--- src/rtl/sreg3w_master.sv ---
module sreg3w_master #(
  parameter int HALF_DIV = 3,
  parameter int AW       = 7,
  parameter int DW       = 16
) (
  input  logic          clk,
  input  logic          rst_n,
  input  logic          req,
  input  logic          req_read,
  input  logic [AW-1:0] req_addr,
  input  logic [DW-1:0] req_wdata,
  output logic          busy,
  output logic          done,
  output logic [DW-1:0] rdata,
  output logic          ser_clk,
  output logic          ser_en_n,
  output logic          ser_dout,
  output logic          ser_doe,
  input  logic          ser_din
);

  localparam int TW  = 2 + AW + DW;
  localparam int CW  = $clog2(AW + DW + 6) + 1;
  localparam int DVW = $clog2(HALF_DIV + 1);

  localparam logic [CW-1:0] F_DRV_RD = CW'(AW + 2);
  localparam logic [CW-1:0] F_DRV_WR = CW'(AW + DW + 2);
  localparam logic [CW-1:0] F_REL_RD = CW'(AW + 3);
  localparam logic [CW-1:0] F_ENH_WR = CW'(AW + DW + 3);
  localparam logic [CW-1:0] F_END_WR = CW'(AW + DW + 4);
  localparam logic [CW-1:0] F_CAP0   = CW'(AW + 6);
  localparam logic [CW-1:0] F_END_RD = CW'(AW + DW + 5);

  logic [DVW-1:0] div_q;
  logic [CW-1:0]  rise_q;
  logic [TW-1:0]  tx_q;
  logic [DW-1:0]  rx_q;
  logic           rd_q;

  wire            tick     = busy && (div_q == DVW'(HALF_DIV - 1));
  wire [CW-1:0]   drv_last = rd_q ? F_DRV_RD : F_DRV_WR;

  assign rdata = rx_q;

  always_ff @(posedge clk) begin
    if (!rst_n) begin
      busy     <= 1'b0;
      done     <= 1'b0;
      ser_clk  <= 1'b0;
      ser_en_n <= 1'b1;
      ser_dout <= 1'b0;
      ser_doe  <= 1'b0;
      div_q    <= '0;
      rise_q   <= '0;
      tx_q     <= '0;
      rx_q     <= '0;
      rd_q     <= 1'b0;
    end else begin
      done <= 1'b0;
      if (!busy) begin
        if (req) begin
          busy   <= 1'b1;
          rd_q   <= req_read;
          tx_q   <= {1'b1, req_read, req_addr, req_wdata};
          div_q  <= '0;
          rise_q <= '0;
        end
      end else begin
        div_q <= tick ? '0 : div_q + 1'b1;
        if (tick) begin
          if (!ser_clk) begin
            ser_clk <= 1'b1;
            rise_q  <= rise_q + 1'b1;
          end else begin
            ser_clk <= 1'b0;
            if (rise_q == CW'(1)) ser_en_n <= 1'b0;
            if (rise_q <= drv_last) begin
              ser_doe  <= 1'b1;
              ser_dout <= tx_q[TW-1];
              tx_q     <= tx_q << 1;
            end
            if (rd_q) begin
              if (rise_q == F_REL_RD) ser_doe <= 1'b0;
              if (rise_q >= F_CAP0) rx_q <= {rx_q[DW-2:0], ser_din};
              if (rise_q == F_END_RD) begin
                ser_en_n <= 1'b1;
                busy     <= 1'b0;
                done     <= 1'b1;
              end
            end else begin
              if (rise_q == F_ENH_WR) begin
                ser_en_n <= 1'b1;
                ser_doe  <= 1'b0;
              end
              if (rise_q == F_END_WR) begin
                busy <= 1'b0;
                done <= 1'b1;
              end
            end
          end
        end
      end
    end
  end

endmodule

--- config.mk ---
export PLATFORM = sky130hd
export DESIGN_NAME = sreg3w_master
export DESIGN_NICKNAME = d
export VERILOG_FILES = /design/src/rtl/sreg3w_master.sv
export SDC_FILE = /design/constraint.sdc
export NUM_CORES = 1
export LEC_CHECK = 0
export BUFFER_PORTS_ARGS = -buffer_cell sky130_fd_sc_hd__buf_2
export CAP_MARGIN = 10
export CORE_UTILIZATION = 35
export DETAILED_ROUTE_END_ITERATION = 7
export PLACE_DENSITY_LB_ADDON = 0.15
export SLEW_MARGIN = 30
export SYNTH_ARGS = -nofsm -noshare
export SYNTH_HDL_FRONTEND = slang
export SYNTH_SLANG_ARGS = --single-unit
--- constraint.sdc ---
create_clock -name clk -period 1.9 [get_ports clk]
set_input_delay 0 -clock clk [delete_from_list [all_inputs] [get_ports clk]]
set_output_delay 0 -clock clk [all_outputs]
set_load 0.01 [all_outputs]
# [After elaboration in Yosys (flattened, before gate mapping)]
# Cells that the tools add are included.
[totals] in_bits=28 regBits=56
[classes] magnitude_cmp=2 bitwise_logic=1 n_eq_ne=10 add_sub_neg=2 n_mux=32 reduce_logical=10
[op_table] cell="$mux 25" count=5
[op_table] cell="$mux 6" count=4
[op_table] cell="$mux 1" count=19
[op_table] cell="$eq 6x5->1 const B" count=3
[op_table] cell="$reduce_and 4->1" count=3
[op_table] cell="$add 6x1->6 const B" count=1
[op_table] cell="$eq 6x1->1 const B" count=1
[op_table] cell="$eq 6x4->1 const B" count=1
[op_table] cell="$ge 6x4->1 const B" count=1
[op_table] cell="$le 6x5->1" count=1
[op_table] cell="$mux 2" count=3
[op_table] cell="$ne 2x1->1 const B" count=3
[op_table] cell="$reduce_and 3->1" count=2
[op_table] cell="$mux 5" count=1
[op_table] cell="$reduce_and 5->1" count=1
[op_table] cell="$reduce_and 2->1" count=2
[op_table] cell="$add 2x1->2 const B" count=1
[op_table] cell="$eq 2x2->1 const B" count=1
[op_table] cell="$ne 2x2->1 const B" count=1
[op_table] cell="$reduce_bool 2->1" count=1
[op_table] cell="$logic_and 1x1->1" count=1
[op_table] cell="$not 1->1" count=1

# [Logic depth before layout (Yosys ltp)]
[depth] word_depth=6 depth_mapped=8

# [Least setup slack after synthesis]
# OpenSTA, ideal clock, no wires.
[synth_timing] path_kind="flip-flop to flip-flop" start="register rise_q[0]" end="register tx_q[0]" arrival_time_ns=1.841 stages_incl_launch_ff=9 setup_slack_ns=-0.062 synth_period_minus_slack_ns=1.962 cell_sequence="dfxtp_1 > inv_1 > ha_1 > or3b_4 > a311oi_4 > nand2b_1 > buf_6 > buf_6 > o21ai_0"
[synth_via] elab_chain_cells=3
[synth_lines] element="start, declared" line="35" source="logic [CW-1:0] rise_q;"
[synth_lines] element="start signal, assigned" line="73" source="rise_q <= rise_q + 1'b1;"
[synth_lines] element="$le 6x5->1" line="77" source="if (rise_q <= drv_last) begin"
[synth_lines] element="$ne 2x1->1 (no source line)"
[synth_lines] element="$reduce_and 4->1 (no source line)"
[synth_lines] element="end signal, assigned" line="64" source="tx_q <= {1'b1, req_read, req_addr, req_wdata};"
[synth_lines] element="end signal, assigned" line="80" source="tx_q <= tx_q << 1;"
[synth_lines] element="end, declared" line="36" source="logic [TW-1:0] tx_q;"
# Every way passes these cells.
# A chain may end at the register's enable or synchronous reset.

# [Final worst setup path]
[layout_timing] start="register rise_q[0]" end="register tx_q[12]"
# The elaborated chain is that of the path after synthesis.

==> impl_metrics.tcl <==
set metrics [dict create \
    status "finished, final reports clean" \
    final_area_um2 3250 \
    area_growth_pct 22.6 \
    die_x_um 89.1 \
    cts_buffers 5 \
    r2r_slack_ns 0.02 \
    multi_input_area_um2 1420 \
    vdd_drop_max_mv 0.435 \
    drtIter0Drc 66 \
    final_util 0.446 \
    synthDistinctLibCells 41 \
    max_cap_violations 0 \
    clock-sinks 56 \
    leakagePower_nw 1.50 \
    core_um2 7290 \
    holdWs_ns 0.0338 \
    wl_per_cell_um 14.1 \
    use_met2 0.250 \
    port_buffers 49 \
    drcViolationCount 0 \
    synth_enable_flop_cells 0 \
    setup_ws_ns 0.0155 \
    period_needed_ns 1.88 \
    via_count 2282 \
    io_pins 50 \
    placed_area_um2 3060 \
    setup_viol 0 \
    layout_commonest_cell "dfxtp_1" \
    min_from "req" \
    fp.dieH_um 89.1 \
    fmax_mhz 531 \
    synth_cells 277 \
    rsz0062_at_grt "yes" \
    ys_seq_area_frac 0.423 \
    gp_congestion 0.753 \
    gr-usage-met3 0.0286 \
    critPathMaxFanout 13 \
    pre_cts_ws_ns -0.0300 \
    synth-main-ff-cell "dfxtp_1" \
    tightest_slew_ns 0.445 \
    gr-usage-met1 0.206 \
    hpwl_um 3880 \
    antenna_found_initial 0 \
    path_clk_slew_ns 0.10 \
    crit_required_ns 2.11 \
    crit_start "rise_q[0]$_SDFFE_PN0P_" \
    synth_nets 310 \
    cts_tree "built" \
    power_density_nw_per_um2 678 \
    routed_wl_um 6110 \
    initial_utilization 0.364 \
    final_nets 365 \
    viasPerCell 5.28 \
    synth_warnings 0 \
    seq_area_um2 1120 \
    htree_levels 2 \
    crit_arrival_ns 2.10 \
    slew_headroom 0.702 \
    criticalPathCategory "reg2reg" \
    fillers 769 \
    grt_max_degree 32 \
    clockBufferDepth 2 \
    async_flop_share 0 \
    layout-drive-gt1-share 0.267 \
    drtPass1Iterations 4 \
    die_area_um2 7930 \
    grt_pass1_wl_um 9550 \
    cp-start-kind "flop" \
    grt.overflow.total 0 \
    ys_ff_latch 56 \
    grt_util_all_layers 0.153 \
    fin_skew_ns 0.00499 \
    slew_viol_final 0 \
    synth.cell_area_um2 2650 \
    final_cell_mix "dfxtp_1 (53), buf_2 (49), o21ai_0 (42)" \
    final.period_utilization 0.992 \
    root_buffer "clkbuf_8" \
    r2r_cells 8 \
    diodes 0 \
    hold_violations 0 \
    hold_depth 2 \
    timing.setup.tns_ns 0 \
    route.antenna.remaining_nets 0 \
    grt_pass1_vias 2097 \
    end_kind "flop" \
    clk_latency_ns 0.31 \
    avgSynthCellArea_um2 9.58 \
    rows 31 \
    reg2reg_from "rise_q[0]$_SDFFE_PN0P_" \
    grt.busiest_layer "met2" \
    holdCritPathClass "in2reg" \
]
==> per-stage QoR <==
stage	std cells	power, W
floorplan	277	0.00146
global placement	417	0.00154
detailed placement	417	0.00154
CTS	428	0.00224
global route	432	0.00231
finish	432	0.00221
==> state kept, by name, indices dropped and copies added, names as in the netlist <==
register  flops
ser_doe       1
ser_clk       1
tx_q         25
rd_q          1
ser_dout      1
rdata        16
done          1
rise_q        6
ser_en_n      1
busy          1
div_q         2
==> power by group <==
group | switching [W] | total [W] | leakage (nW) | internal [W]
clock network | 0.000389 | 0.000686 | 0.0445 | 0.000298
registers | 0.0000267 | 0.00125 | 0.459 | 0.00122
logic | 0.000132 | 0.000268 | 0.994 | 0.000136
total | 0.000548 | 0.00221 | 1.50 | 0.00166
==> synth_stat cells, types with 3 or more instances <==
| cell | instances | area [µm²] |
|---|---|---|
| nand3_1 | 20 | 100 |
| nand2_1 | 10 | 37.5 |
| nand2b_1 | 3 | 18.8 |
| o211a_1 | 24 | 240 |
| xor2_1 | 3 | 26.3 |
| clkbuf_1 | 16 | 60.1 |
| nand4b_1 | 3 | 26.3 |
| mux2i_1 | 23 | 230 |
| o21ai_0 | 44 | 220 |
| inv_1 | 5 | 18.8 |
| nor2_1 | 6 | 22.5 |
| ha_1 | 5 | 62.6 |
| a21boi_0 | 15 | 113 |
| a21boi_1 | 3 | 22.5 |
| dfxtp_1 | 56 | 1120 |
| buf_6 | 4 | 45.0 |
| a21oi_1 | 5 | 25.0 |
==> repair_timing <==
item	4_1_cts	5_1_grt
pin swaps	0	1
setup buffers	0	2
setup endpoints to repair	23	25
endpoints found under the hold margin	3	0
gates cloned	0	2
hold buffers	3	0
resized for setup	1	6
==> final cells by class <==
cell class | count | area share
Tap cell | 99 | 0.0381
Inverter | 5 | 0.00577
Sequential cell | 56 | 0.346
Multi-Input combinational cell | 192 | 0.436
Timing Repair Buffer | 72 | 0.145
Clock buffer | 7 | 0.0265
Clock inverter | 1 | 0.00231
==> worst max-delay path, cell delays in order (launching register included) <==
cell	delay, ns
dfxtp_2	0.33
inv_2	0.07
ha_4	0.14
or3b_4	0.38
a311oi_4	0.30
buf_6	0.18
clkbuf_16	0.16
o21ai_0	0.09
o211a_1	0.13
==> logic make-up after synthesis <==
| group | count (synthesis) | synth area share |
|---|---|---|
| AOI/OAI and AO/OA | 103 | 0.280 |
| and+or+nand+nor | 56 | 0.118 |
| DFF | 56 | 0.423 |
| buffers and inverters | 30 | 0.0552 |
| muxes | 23 | 0.0868 |
| adders and majority gates | 5 | 0.0236 |
| xor gates and xnor gates | 4 | 0.0132 |
==> path summary, 6_finish.rpt <==
path | end
hold / removal | busy$_SDFF_PN0_
hold reg to reg | tx_q[0]$_SDFFE_PN0P_
setup reg to reg | tx_q[12]$_SDFFE_PN0P_
setup / recovery | tx_q[12]$_SDFFE_PN0P_
==> layer usage <==
metal | vias to the layer above | wire length (µm)
met2 | 46 | 2740
met3 | 6 | 206
met1 | 1095 | 3090
met4 | 0 | 70
li1 | 1135 | -
met5 | - | 0
Power figures use the tool's default switching activity.
